--- config.mk ---
export PLATFORM = sky130hd
export DESIGN_NAME = pix_dump_reader
export DESIGN_NICKNAME = d
export VERILOG_FILES = /design/src/rtl/pdr_pkg.sv /design/src/rtl/pdr_ptr.sv /design/src/rtl/pdr_fsm.sv /design/src/rtl/pdr_fmt.sv /design/src/rtl/pix_dump_reader.sv
export SDC_FILE = /design/constraint.sdc
export NUM_CORES = 1
export LEC_CHECK = 0
export ABC_AREA = 1
export BUFFER_PORTS_ARGS = -buffer_cell sky130_fd_sc_hd__clkbuf_2
export CORE_UTILIZATION = 52
export DETAILED_ROUTE_END_ITERATION = 7
export PLACE_DENSITY = 0.79
export SLEW_MARGIN = 20
export SYNTH_ARGS = -nofsm -noshare
export SYNTH_HDL_FRONTEND = slang
export SYNTH_SLANG_ARGS = --single-unit
--- constraint.sdc ---
create_clock -name clk -period 1.4 [get_ports clk]
set_input_delay 0.28 -clock clk [delete_from_list [all_inputs] [get_ports clk]]
set_output_delay 0.28 -clock clk [all_outputs]
set_load 0.1 [all_outputs]
--- src/rtl/pdr_pkg.sv ---
package pdr_pkg;
    typedef enum logic [1:0] {
        S_IDLE  = 2'd0,
        S_ARMED = 2'd1,
        S_FETCH = 2'd2,
        S_HELD  = 2'd3
    } cap_state_e;
endpackage

--- src/rtl/pdr_ptr.sv ---
module pdr_ptr #(
    parameter int unsigned COUNT = 324,
    parameter int unsigned IDX_W = 9
) (
    input  logic             clk,
    input  logic             rst_n,
    input  logic             clear,
    input  logic             step,
    output logic [IDX_W-1:0] ptr,
    output logic             at_first
);
    localparam logic [IDX_W-1:0] FIRST = IDX_W'(1);
    localparam logic [IDX_W-1:0] LAST  = IDX_W'(COUNT);

    always_ff @(posedge clk) begin
        if (!rst_n)      ptr <= FIRST;
        else if (clear)  ptr <= FIRST;
        else if (step)   ptr <= (ptr == LAST) ? FIRST : ptr + FIRST;
    end

    assign at_first = (ptr == FIRST);

    // pointer stays inside 1..COUNT
    assert_ptr_range_R8: assert property (@(posedge clk) disable iff (!rst_n)
        (ptr >= FIRST) && (ptr <= LAST));
    // last pixel followed by a step wraps to the first
    assert_ptr_wrap_R8: assert property (@(posedge clk) disable iff (!rst_n)
        (step && !clear && ptr == LAST) |=> (ptr == FIRST));
    // a clear always lands on pixel 1
    assert_ptr_clear_R3: assert property (@(posedge clk) disable iff (!rst_n)
        clear |=> (ptr == FIRST));
    // no step and no clear leaves the pointer alone
    assert_ptr_hold_R7: assert property (@(posedge clk) disable iff (!rst_n)
        (!step && !clear) |=> $stable(ptr));
endmodule

--- src/rtl/pdr_fsm.sv ---
module pdr_fsm
    import pdr_pkg::*;
#(
    parameter int unsigned PIX_W = 6
) (
    input  logic             clk,
    input  logic             rst_n,
    input  logic             rd_stb,
    input  logic             wr_stb,
    input  logic             frame_done,
    input  logic             pix_ack,
    input  logic [PIX_W-1:0] pix_data,
    output logic             pix_req,
    output logic             held,
    output logic             consume,
    output logic [PIX_W-1:0] cap_val
);
    cap_state_e state, state_nx;

    // state register
    always_ff @(posedge clk) begin
        if (!rst_n) state <= S_IDLE;
        else        state <= state_nx;
    end

    // next state and outputs
    always_comb begin
        state_nx = state;
        pix_req  = 1'b0;
        held     = 1'b0;
        consume  = 1'b0;
        unique case (state)
            S_IDLE: begin
                if (rd_stb || wr_stb) state_nx = S_ARMED;            // arm
            end
            S_ARMED: begin
                if (wr_stb)          state_nx = S_ARMED;             // rearm
                else if (frame_done) state_nx = S_FETCH;             // frame
            end
            S_FETCH: begin
                pix_req = 1'b1;
                if (wr_stb)       state_nx = S_ARMED;                // rearm
                else if (pix_ack) state_nx = S_HELD;                 // latch
            end
            S_HELD: begin
                held = 1'b1;
                if (wr_stb)      state_nx = S_ARMED;                 // rearm
                else if (rd_stb) begin
                    state_nx = S_ARMED;                              // consume
                    consume  = 1'b1;
                end
            end
            default: state_nx = S_IDLE;
        endcase
    end

    // captured pixel
    always_ff @(posedge clk) begin
        if (!rst_n)                                         cap_val <= '0;
        else if (state == S_FETCH && pix_ack && !wr_stb)    cap_val <= pix_data;
    end

    // a frame pulse while armed raises the request next cycle
    assert_req_after_frame_R5: assert property (@(posedge clk) disable iff (!rst_n)
        (state == S_ARMED && frame_done && !wr_stb) |=> pix_req);
    // an unanswered request stays up
    assert_req_hold_R5: assert property (@(posedge clk) disable iff (!rst_n)
        (pix_req && !pix_ack && !wr_stb) |=> pix_req);
    // no request while a capture is held
    assert_no_refetch_R6: assert property (@(posedge clk) disable iff (!rst_n)
        (state == S_HELD && !rd_stb && !wr_stb) |=> !pix_req);
    // held value does not move until consumed or discarded
    assert_cap_stable_R9: assert property (@(posedge clk) disable iff (!rst_n)
        (state == S_HELD) |=> $stable(cap_val));
endmodule

--- src/rtl/pdr_fmt.sv ---
module pdr_fmt #(
    parameter int unsigned PIX_W  = 6,
    parameter int unsigned BYTE_W = PIX_W + 2
) (
    input  logic              clk,
    input  logic              rst_n,
    input  logic              rd_stb,
    input  logic              wr_stb,
    input  logic              held,
    input  logic              at_first,
    input  logic [PIX_W-1:0]  cap_val,
    output logic [BYTE_W-1:0] rd_data
);
    always_ff @(posedge clk) begin
        if (!rst_n)
            rd_data <= '0;
        else if (rd_stb && !wr_stb)
            rd_data <= held ? {at_first, 1'b1, cap_val} : '0;
    end

    // a read without a completed capture yields an all-zero byte
    assert_invalid_zero_R7: assert property (@(posedge clk) disable iff (!rst_n)
        (rd_stb && !wr_stb && !held) |=> (rd_data == '0));
    // a write never changes the returned byte
    assert_write_keeps_R10: assert property (@(posedge clk) disable iff (!rst_n)
        wr_stb |=> $stable(rd_data));
endmodule

--- src/rtl/pix_dump_reader.sv ---
module pix_dump_reader #(
    parameter int unsigned PIX_COUNT = 324,
    parameter int unsigned PIX_W     = 6
) (
    input  logic                             clk,
    input  logic                             rst_n,
    input  logic                             rd_stb,
    input  logic                             wr_stb,
    input  logic                             frame_done,
    output logic                             pix_req,
    output logic [$clog2(PIX_COUNT+1)-1:0]   pix_idx,
    input  logic                             pix_ack,
    input  logic [PIX_W-1:0]                 pix_data,
    output logic [PIX_W+1:0]                 rd_data
);
    localparam int unsigned IDX_W  = $clog2(PIX_COUNT + 1);
    localparam int unsigned BYTE_W = PIX_W + 2;

    logic             held;
    logic             consume;
    logic             at_first;
    logic [PIX_W-1:0] cap_val;

    pdr_fsm #(.PIX_W(PIX_W)) u_fsm (
        .clk        (clk),
        .rst_n      (rst_n),
        .rd_stb     (rd_stb),
        .wr_stb     (wr_stb),
        .frame_done (frame_done),
        .pix_ack    (pix_ack),
        .pix_data   (pix_data),
        .pix_req    (pix_req),
        .held       (held),
        .consume    (consume),
        .cap_val    (cap_val)
    );

    pdr_ptr #(.COUNT(PIX_COUNT), .IDX_W(IDX_W)) u_ptr (
        .clk      (clk),
        .rst_n    (rst_n),
        .clear    (wr_stb),
        .step     (consume),
        .ptr      (pix_idx),
        .at_first (at_first)
    );

    pdr_fmt #(.PIX_W(PIX_W), .BYTE_W(BYTE_W)) u_fmt (
        .clk      (clk),
        .rst_n    (rst_n),
        .rd_stb   (rd_stb),
        .wr_stb   (wr_stb),
        .held     (held),
        .at_first (at_first),
        .cap_val  (cap_val),
        .rd_data  (rd_data)
    );

    // request index is held steady while waiting for acknowledge
    assert_idx_hold_R5: assert property (@(posedge clk) disable iff (!rst_n)
        (pix_req && !pix_ack && !wr_stb) |=> $stable(pix_idx));
endmodule

==> flow_results.xml <==
<?xml version="1.0" encoding="UTF-8"?>
<metrics>
  <group name="detailed_routing">
    <metric name="post_detailed_route_via_to_cell_ratio" unit="">5.19</metric>
    <metric name="drc" unit="">0</metric>
    <metric name="1st_iter_drt_viols" unit="">38</metric>
    <metric name="dr_vias" unit="">1189</metric>
    <metric name="drtPass1Iterations" unit="">4</metric>
    <metric name="post_drt_wl_per_cell" unit="um">12.3</metric>
    <metric name="antenna_left" unit="">0</metric>
    <metric name="wirelength" unit="um">2820</metric>
  </group>
  <group name="placement">
    <metric name="post-dp-hpwl" unit="um">2200</metric>
    <metric name="placed_cells" unit="">223</metric>
    <metric name="port_buffers" unit="">29</metric>
    <metric name="finalWeightedCongestion" unit="">0.791</metric>
    <metric name="place_ws" unit="ns">0.0184</metric>
  </group>
  <group name="global_route">
    <metric name="grt_first_pass_wirelength" unit="um">4820</metric>
    <metric name="antenna_found_initial" unit="">0</metric>
    <metric name="grt_pass1_vias" unit="">1139</metric>
    <metric name="global_route.usage.total" unit="">0.251</metric>
    <metric name="grt_overflow" unit="">0</metric>
    <metric name="grt_max_degree" unit="">16</metric>
  </group>
  <group name="timing">
    <metric name="final_period_minus_worst_setup_slack" unit="ns">1.39</metric>
    <metric name="worst_clock_skew" unit="ns">0.00152</metric>
    <metric name="fin_hold_ws" unit="ns">0.196</metric>
    <metric name="hold_violations" unit="">0</metric>
    <metric name="maxClockFrequency" unit="GHz">0.721</metric>
    <metric name="setup_violations" unit="">0</metric>
    <metric name="layout_setup_ws" unit="ns">0.0139</metric>
    <metric name="fin_crit_sh" unit="">0.990</metric>
    <metric name="grt_setup_unrepaired" unit="">yes</metric>
    <metric name="slew-limit-headroom" unit="">0.807</metric>
    <metric name="worst_margin_pin_slew" unit="ns">0.290</metric>
    <metric name="totalNegativeSetupSlack" unit="ns">0</metric>
    <metric name="final-max-slew-violation-count" unit="">0</metric>
  </group>
  <group name="clocking">
    <metric name="h-tree-depth" unit="">1</metric>
    <metric name="cts_buffer_depth" unit="">2</metric>
    <metric name="clk_pin_slew" unit="ns">0.14</metric>
    <metric name="clock_tree.root_cell" unit="">sky130_fd_sc_hd__clkbuf_4</metric>
    <metric name="clk_latency" unit="ns">0.32</metric>
    <metric name="cts_buffers" unit="">3</metric>
    <metric name="clkSinkCount" unit="">25</metric>
    <metric name="clock_tree_from_tritoncts" unit="">yes</metric>
  </group>
  <group name="finish">
    <metric name="fin_util" unit="">0.751</metric>
    <metric name="antenna_cells" unit="">0</metric>
    <metric name="layout-drive-gt1-share" unit="">0.299</metric>
    <metric name="num-nets-final" unit="">223</metric>
    <metric name="finish.cell_count_without_fillers" unit="">229</metric>
    <metric name="fillCellCount" unit="">171</metric>
    <metric name="area_growth_syn_to_layout" unit="%">35.3</metric>
  </group>
  <group name="worst_setup_path">
    <metric name="timing.critical_path.max_delay_family" unit="">flip-flops</metric>
    <metric name="crit_fanout" unit="">4</metric>
    <metric name="worstSetupStartpoint" unit="">u_fsm.state[0]$_SDFFE_PN0P_</metric>
    <metric name="timing.reg2reg.setup_slack" unit="ns">0.05</metric>
    <metric name="start_kind" unit="">flop</metric>
    <metric name="worst_path_max_delay_cell" unit="">sky130_fd_sc_hd__dfxtp_4</metric>
    <metric name="cp-end-kind" unit="">output port</metric>
    <metric name="cp_slowest_stage_delay" unit="ns">0.41</metric>
    <metric name="worstSetupEndpoint" unit="">pix_req</metric>
    <metric name="r2r.worst_path.cells" unit="">7</metric>
    <metric name="critical_path.cell_chain" unit="">inv_4, ha_4, buf_12</metric>
    <metric name="critPathBufInv" unit="">2</metric>
    <metric name="worst_ep_required_time" unit="ns">1.12</metric>
    <metric name="worst_r2r_dst" unit="">u_fsm.state[0]$_SDFFE_PN0P_</metric>
    <metric name="cp_data_arrival_time" unit="ns">1.11</metric>
    <metric name="critical_path_class" unit="">flop to output port</metric>
    <metric name="worst_r2r_startpoint" unit="">u_fsm.state[0]$_SDFFE_PN0P_</metric>
    <metric name="worstSetupPathDepth" unit="">3</metric>
  </group>
  <group name="synthesis">
    <metric name="synth.ff_latch_count" unit="">25</metric>
    <metric name="synth_top_family_by_area" unit="">simple AND/OR/NAND/NOR gates</metric>
    <metric name="post_synth_and_or_nand_nor_area_fraction" unit="">0.319</metric>
    <metric name="syn_area_per_cell" unit="sq um">7.47</metric>
    <metric name="ys_warn_count" unit="">0</metric>
    <metric name="synth_cells" unit="">166</metric>
    <metric name="synth_top_area_cell" unit="">sky130_fd_sc_hd__dfxtp_1</metric>
    <metric name="yosysSeqAreaShare" unit="">0.404</metric>
    <metric name="ys_types" unit="">18</metric>
    <metric name="synth.area.top_cells" unit="">sky130_fd_sc_hd__dfxtp_1 (40%), sky130_fd_sc_hd__nand2_1 (10%), sky130_fd_sc_hd__ha_1 (9.1%), sky130_fd_sc_hd__nor2_1 (8.2%), sky130_fd_sc_hd__nand3_1 (6.5%)</metric>
    <metric name="synth_compound_area_frac" unit="">0.0928</metric>
    <metric name="synth.area.mux_share" unit="">0</metric>
    <metric name="synth_adder_area_share" unit="">0.0908</metric>
    <metric name="parity_gate_share_of_the_synthesized_area_counting_xor_and_xnor_cells" unit="">0.0283</metric>
    <metric name="syn_nets" unit="">187</metric>
    <metric name="post_synth_instance_area" unit="sq mm">0.00124</metric>
    <metric name="post-synth-top-area-fraction" unit="">0.404</metric>
  </group>
  <group name="floorplan">
    <metric name="floorplan.die_area" unit="sq mm">0.00258</metric>
    <metric name="floorplan.rows" unit="">17</metric>
    <metric name="boundaryPins" unit="">30</metric>
    <metric name="coreArea" unit="sq mm">0.00223</metric>
    <metric name="fp.dieW" unit="um">50.8</metric>
    <metric name="floorplan.initialDensity" unit="">0.555</metric>
    <metric name="die_y" unit="um">50.8</metric>
  </group>
  <group name="power">
    <metric name="areal_power_density_over_the_cells" unit="mW/mm^2">710</metric>
    <metric name="power.leakage" unit="nW">0.705</metric>
    <metric name="maximum_resistive_drop_on_vdd" unit="V">0.000499</metric>
  </group>
  <group name="outcome">
    <metric name="run_status" unit="">complete, no violations</metric>
  </group>
  <group name="worst_hold_path">
    <metric name="holdCritPathClass" unit="">input pin to flop</metric>
  </group>
  <group name="flow_run">
    <metric name="drv.max_cap_violation_count" unit="">0</metric>
  </group>
</metrics>
-- power by group --
group | internal, mW | switching, mW | leakage [nW]
Clock | 0.112 | 0.228 | 0.0183
Combinational | 0.0510 | 0.0757 | 0.479
Sequential | 0.714 | 0.0102 | 0.207
Total | 0.876 | 0.314 | 0.705
-- area by class of cell --
| class | count | area [sq um] | area share |
|---|---|---|---|
| inverters | 21 | 86.3 | 0.0515 |
| well taps | 28 | 35.0 | 0.0209 |
| repair buffers | 31 | 330 | 0.197 |
| multi-input cells | 120 | 673 | 0.401 |
| clock inverters | 1 | 6.26 | 0.00373 |
| clock buffers | 3 | 22.5 | 0.0134 |
| flip-flops and latches | 25 | 524 | 0.312 |
-- kinds of logic after synthesis --
group,count (synthesis)
adder cells (fa/ha/maj),9
XOR/XNOR,4
AO/OA/AOI/OAI,22
buffers and inverters,21
AND/OR/NAND/NOR,85
flip-flops,25
-- per-layer routing --
layer | global-route usage | share of wire | vias up
met5 | 0 | 0 | -
met4 | 0.120 | 0.025 | 0
met3 | 0.0298 | 0.045 | 6
met2 | 0.460 | 0.53 | 46
met1 | 0.287 | 0.40 | 538
li1 | - | - | 599
-- Yosys cell counts, drive strengths merged --
cell type / number
nand2: 35
xor2: 4
nor3: 1
o21a: 1
a21oi: 14
nand3: 18
ha: 9
dfxtp: 25
o21bai: 1
and3: 1
nor2: 30
o21ai: 6
inv: 21
-- registers in the layout, indices dropped and copies added, names as in the netlist --
| name | count |
|---|---|
| u_ptr.ptr | 9 |
| u_fmt.rd_data | 8 |
| u_fsm.cap_val | 6 |
| u_fsm.state | 2 |
-- how the worst min path moves through the flow --
stage                     slack [ns]                            end  cells past startpoint                          start
after CTS                       0.20  u_fsm.cap_val[3]$_SDFFE_PN0P_                      3                    pix_data[3]
after detailed placement        0.46  u_fmt.rd_data[3]$_SDFFE_PN0P_                      2  u_fmt.rd_data[3]$_SDFFE_PN0P_
after global placement          0.45  u_fmt.rd_data[0]$_SDFFE_PN0P_                      2  u_fmt.rd_data[0]$_SDFFE_PN0P_
after global routing            0.20  u_fsm.cap_val[4]$_SDFFE_PN0P_                      3                    pix_data[4]
final                           0.20  u_fsm.cap_val[3]$_SDFFE_PN0P_                      3                    pix_data[3]
after floorplan                 0.40    u_fsm.state[0]$_SDFFE_PN0P_                      2                          rst_n
-- stage by stage --
step / instance area, sq um / power [mW]
2_1_floorplan: 1270 / 0.812
3_3_place_gp: 1620 / 0.847
3_5_place_dp: 1620 / 0.854
4_1_cts: 1670 / 1.20
5_1_grt: 1680 / 1.24
6_report: 1680 / 1.19
-- layout by cell type, fill, tap and decap left out, drive strengths merged --
master / instances
a21oi: 14
and3: 1
buf: 20
clkbuf: 14
dfxtp: 25
ha: 9
inv: 22
nand2: 35
nand3: 18
nor2: 30
nor3: 1
o21a: 1
o21ai: 6
o21bai: 1
xor2: 4
-- timing repair --
item,CTS,global route
pin swaps,1,0
hold buffers,0,0
buffers inserted,2,0
setup endpoints to repair,3,14
resized for setup,5,4
-- worst min-delay path: stages --
cell,delay [ns]
sky130_fd_sc_hd__clkbuf_2,0.07
sky130_fd_sc_hd__o21ai_0,0.07
sky130_fd_sc_hd__nor2_1,0.08
Note: power is estimated with default switching activity, not from simulation.
